**src/rtl/pjc_pkg.sv**
```systemverilog
package pjc_pkg;
  localparam int CNT_W   = 4;
  localparam int N_ALARM = 4;
  localparam int N_CH    = 2;
  typedef enum int { CH_INC = 0, CH_DEC = 1 } pjc_ch_e;
endpackage

```
**src/rtl/pjc_run_cnt.sv**
```systemverilog
module pjc_run_cnt #(
  parameter int W = 4
) (
  input  logic         clk,
  input  logic         rst,
  input  logic         zero_i,
  input  logic         snap_i,
  input  logic         ev_i,
  input  logic         sat_i,
  output logic [W-1:0] cnt_o
);
  localparam logic [W-1:0] TOP = {W{1'b1}};
  localparam logic [W-1:0] ONE = {{(W-1){1'b0}}, 1'b1};

  logic [W-1:0] cnt_q;

  always_ff @(posedge clk) begin
    if (rst || zero_i) begin
      cnt_q <= '0;
    end else if (snap_i) begin
      cnt_q <= ev_i ? ONE : '0;
    end else if (ev_i) begin
      if (cnt_q == TOP) cnt_q <= sat_i ? TOP : '0;
      else              cnt_q <= cnt_q + ONE;
    end
  end

  assign cnt_o = cnt_q;
endmodule

```
**src/rtl/pjc_hold_reg.sv**
```systemverilog
module pjc_hold_reg #(
  parameter int W = 4
) (
  input  logic         clk,
  input  logic         rst,
  input  logic         zero_i,
  input  logic         snap_i,
  input  logic [W-1:0] run_i,
  output logic [W-1:0] hold_o
);
  logic [W-1:0] hold_q;

  always_ff @(posedge clk) begin
    if (rst || zero_i) hold_q <= '0;
    else if (snap_i)   hold_q <= run_i;
  end

  assign hold_o = hold_q;
endmodule

```
**src/rtl/ptr_just_counter.sv**
```systemverilog
module ptr_just_counter #(
  parameter int CNT_W   = pjc_pkg::CNT_W,
  parameter int N_ALARM = pjc_pkg::N_ALARM
) (
  input  logic               clk,
  input  logic               rst,
  input  logic               inc_pulse_i,
  input  logic               dec_pulse_i,
  input  logic               pm_strobe_i,
  input  logic               sat_mode_i,
  input  logic [N_ALARM-1:0] alarm_i,
  output logic [CNT_W-1:0]   inc_hold_o,
  output logic [CNT_W-1:0]   dec_hold_o
);
  localparam int NCH = pjc_pkg::N_CH;

  logic             force_zero;
  logic [NCH-1:0]   ev;
  logic [CNT_W-1:0] run  [NCH];
  logic [CNT_W-1:0] held [NCH];

  assign force_zero          = |alarm_i;
  assign ev[pjc_pkg::CH_INC] = inc_pulse_i;
  assign ev[pjc_pkg::CH_DEC] = dec_pulse_i;

  for (genvar g = 0; g < NCH; g++) begin : g_ch
    pjc_run_cnt #(.W(CNT_W)) u_run (
      .clk    (clk),
      .rst    (rst),
      .zero_i (force_zero),
      .snap_i (pm_strobe_i),
      .ev_i   (ev[g]),
      .sat_i  (sat_mode_i),
      .cnt_o  (run[g])
    );
    pjc_hold_reg #(.W(CNT_W)) u_hold (
      .clk    (clk),
      .rst    (rst),
      .zero_i (force_zero),
      .snap_i (pm_strobe_i),
      .run_i  (run[g]),
      .hold_o (held[g])
    );
  end

  assign inc_hold_o = held[pjc_pkg::CH_INC];
  assign dec_hold_o = held[pjc_pkg::CH_DEC];
endmodule

```
**config.mk**
```make
export PLATFORM = sky130hd
export DESIGN_NAME = ptr_just_counter
export DESIGN_NICKNAME = d
export VERILOG_FILES = /design/src/rtl/pjc_pkg.sv /design/src/rtl/pjc_run_cnt.sv /design/src/rtl/pjc_hold_reg.sv /design/src/rtl/ptr_just_counter.sv
export SDC_FILE = /design/constraint.sdc
export NUM_CORES = 1
export LEC_CHECK = 0
export BUFFER_PORTS_ARGS = -buffer_cell sky130_fd_sc_hd__buf_2
export CAP_MARGIN = 20
export CELL_PAD_IN_SITES_DETAIL_PLACEMENT = 1
export CELL_PAD_IN_SITES_GLOBAL_PLACEMENT = 1
export CORE_MARGIN = 1.5
export CORE_UTILIZATION = 40
export CTS_BUF_LIST = sky130_fd_sc_hd__clkbuf_4
export CTS_CLUSTER_DIAMETER = 100
export DETAILED_ROUTE_END_ITERATION = 16
export PLACE_DENSITY = 0.76
export SYNTH_ARGS = -nofsm -noshare
export SYNTH_HDL_FRONTEND = slang
export SYNTH_SLANG_ARGS = --single-unit
```
**constraint.sdc**
```tcl
create_clock -name clk -period 1.48 [get_ports clk]
set_clock_uncertainty 0.15 [all_clocks]
set_input_delay 0.296 -clock clk [delete_from_list [all_inputs] [get_ports clk]]
set_output_delay 0.296 -clock clk [all_outputs]
set_load 0.1 [all_outputs]
```
==> impl_metrics.tcl <==
set metrics [dict create \
    finalSetupTns_ns 0 \
    hp-class "input port to flop" \
    synth_mux_area_frac 0.104 \
    synth_area_leaders "dfxtp_1 (42%), mux2i_1 (10%), a21oi_1 (6.5%), nor2_1 (5.4%), nand4b_1 (4.5%)" \
    critPathCaptureType "flop" \
    critPathRequiredTime_ns 1.55 \
    worst_pin_slew_ns 0.411 \
    power.density_nw_per_um2 696 \
    synth.avg_cell_area_um2 8.96 \
    gp_congestion 0.811 \
    status "complete, no violations" \
    grt_use_total 0.204 \
    yosysMostFrequentCell "dfxtp_1" \
    initial_core_util 0.437 \
    critPathMaxFanout 5 \
    synth_top_family_by_area "simple AND/OR/NAND/NOR gates" \
    p_sw_uw 178 \
    antennaDiodeCount 0 \
    final.min_clock_period_ns 1.38 \
    synthSimpleGateAreaFrac 0.269 \
    ys_ff_latch 16 \
    synth_compound_area_frac 0.149 \
    swShare 0.242 \
    antenna_found_initial 0 \
    setup_viol 0 \
    maxCapViolCount 0 \
    hpwlAfterDp_um 1500 \
    overflow 0 \
    htreeDepth 1 \
    critical_path_class "flop to flop" \
    synth_top_flop_cell "dfxtp_1" \
    wire_per_inst_um 14.9 \
    synthAdderAreaFrac 0.0325 \
    slew_violations 0 \
    nNetsFinal 122 \
    ys_seq_area_frac 0.416 \
    worstHoldEndpoint "g_ch[0].u_run.cnt_o[0]$_SDFFE_PP0P_" \
    worstReg2RegEnd "g_ch[1].u_run.cnt_o[0]$_SDFFE_PP0P_" \
    vias 718 \
    max_clock_freq_mhz 726 \
    seqPwrFrac 0.587 \
    ys_top_cells_by_count "dfxtp_1 (16), nor2_1 (11), a21oi_1 (10)" \
    postCtsSetupBuffers 0 \
    synth_cell_types 23 \
    synth_xor_area_frac 0 \
    yosys.area.top_type "dfxtp_1" \
    synth_area_um2 771 \
    clkTransAtPathRegs_ns 0.10 \
    grt_pass1_wl_um 3130 \
    cts_root_buf "clkbuf_4" \
    grt_pass1_vias 695 \
    routed_wl_um 2000 \
    clockBufferDepth 2 \
    power.internal_uw 557 \
    ys_warn_count 0 \
    drtPass1Iterations 3 \
    setup_ws_ns 0.102 \
    cts_tree "built" \
    dpl_worst_slack_ns -0.00256 \
    fin_hold_ws_ns 0.198 \
    met1_length_um 946 \
    synthCells 86 \
    core_um2 1760 \
    die_y_um 46.9 \
    cp-start-kind "flop" \
    period_share 0.931 \
    slew_headroom 0.725 \
    place.port_buffers 17 \
    rows 15 \
    peakVddDrop_mv 0.478 \
    ys_async_sr_fraction 0 \
    die_area_um2 2200 \
    vias_per_cell 5.36 \
    reg2regPathDepth 4 \
    dr_wl_met2_um 969 \
    clkPwrFrac 0.330 \
    clock_latency_ns 0.29 \
    worstPathArrival_ns 1.45 \
    fillers 217 \
    cts_resized 0 \
    worstHoldStart "sat_mode_i" \
    grt_max_degree 15 \
    leakage_nw 0.409 \
    drtAntennaViolNets 0 \
    io_pins 18 \
    syn2layout_area_growth_pct 37.0 \
    cts-buffers-inserted 3 \
    dr_wl_met3_um 83 \
    hold_depth 3 \
    pwr-share-comb 0.083 \
    top_layer_used "met3" \
    drt_iter0_markers 10 \
    synth_edf_count 0 \
    synth_top_area_frac 0.416 \
    rsz0062_at_grt "no" \
    clock-sinks 16 \
    synth_nets 98 \
    layout-drive-gt1-share 0.248 \
    drc 0 \
    ctsHoldBuffers 0 \
    r2r_setup_slack_ns 0.10 \
    die_x_um 46.9 \
    regToRegStartpoint "g_ch[1].u_run.cnt_o[1]$_SDFFE_PP0P_" \
    final-hold-violation-count 0 \
]
[registers in the layout (all words and copies together), names as in the netlist]
signal              count
g_ch.u_run.cnt_o        8
g_ch.u_hold.hold_o      8
[routing by layer]
metal | vias up | track usage
li1 | 362 | -
met1 | 341 | 0.260
met2 | 15 | 0.334
met3 | 0 | 0.0731
met4 | 0 | 0.0389
met5 | - | 0
[kinds of logic (layout without fill, tap and decap cells)]
group | Yosys count | count (layout)
adders and majority gates | 2 | 2
buffers and inverters | 5 | 28
muxes | 8 | 8
and+or+nand+nor | 37 | 37
DFF | 16 | 16
AOI/OAI and AO/OA | 18 | 18
[power groups by stage]
stage | logic (mW) | registers, mW | clock network, mW
after floorplan | 0.0317 | 0.442 | 0
after global placement | 0.0582 | 0.441 | 0
after detailed placement | 0.0603 | 0.441 | 0
after CTS | 0.0608 | 0.432 | 0.255
after global routing | 0.0655 | 0.432 | 0.273
final | 0.0607 | 0.431 | 0.242
[layout by cell type (no fill, tap or decap), drive strengths merged]
cell type  count
a211oi         2
a21oi         10
a31oi          2
and2b          2
and3           4
buf           22
clkbuf         3
clkinv         1
dfxtp         16
ha             2
inv            2
mux2i          8
nand2          3
nand3          4
nand3b         2
nand4b         4
nor2          11
nor3           1
nor3b          2
nor4           2
o211ai         2
o311ai         2
or2            2
[worst max-delay path, cell delays in order (launching register included)]
cell	delay (ns)
dfxtp_1	0.41
ha_1	0.26
and3_1	0.21
nand4b_1	0.10
a31oi_1	0.17
[how the worst max path moves through the flow]
stage,start,endpoint,slack [ns]
2_1_floorplan,g_ch[0].u_hold.hold_o[0]$_SDFFE_PP0P_,g_ch[0].u_hold.hold_o[0]$_SDFFE_PP0P_,0.09
3_3_place_gp,alarm_i[1],g_ch[1].u_hold.hold_o[3]$_SDFFE_PP0P_,0.06
3_5_place_dp,alarm_i[1],g_ch[0].u_run.cnt_o[2]$_SDFFE_PP0P_,-0.003
4_1_cts,g_ch[1].u_run.cnt_o[1]$_SDFFE_PP0P_,g_ch[1].u_run.cnt_o[0]$_SDFFE_PP0P_,0.09
5_1_grt,g_ch[0].u_run.cnt_o[1]$_SDFFE_PP0P_,g_ch[0].u_run.cnt_o[3]$_SDFFE_PP0P_,0.007
6_report,g_ch[1].u_run.cnt_o[1]$_SDFFE_PP0P_,g_ch[1].u_run.cnt_o[0]$_SDFFE_PP0P_,0.10
[final cells by class]
class	count	area [um2]	area share
inverter	2	7.51	0.00711
sequential	16	320	0.303
tap	25	31.3	0.0296
clock inverter	1	3.75	0.00355
clock buffer	3	22.5	0.0213
multi-input combinational	65	428	0.405
timing repair buffer	22	243	0.230
[per-stage QoR]
stage | std cells | total power, mW | util | instance area [um2]
3_3_place_gp | 130 | 0.500 | 0.584 | 1030
5_1_grt | 134 | 0.771 | 0.599 | 1060
4_1_cts | 134 | 0.747 | 0.599 | 1060
3_5_place_dp | 130 | 0.502 | 0.584 | 1030
6_report | 134 | 0.735 | 0.599 | 1060
2_1_floorplan | 86 | 0.474 | - | 771
Power figures use the tool's default switching activity.
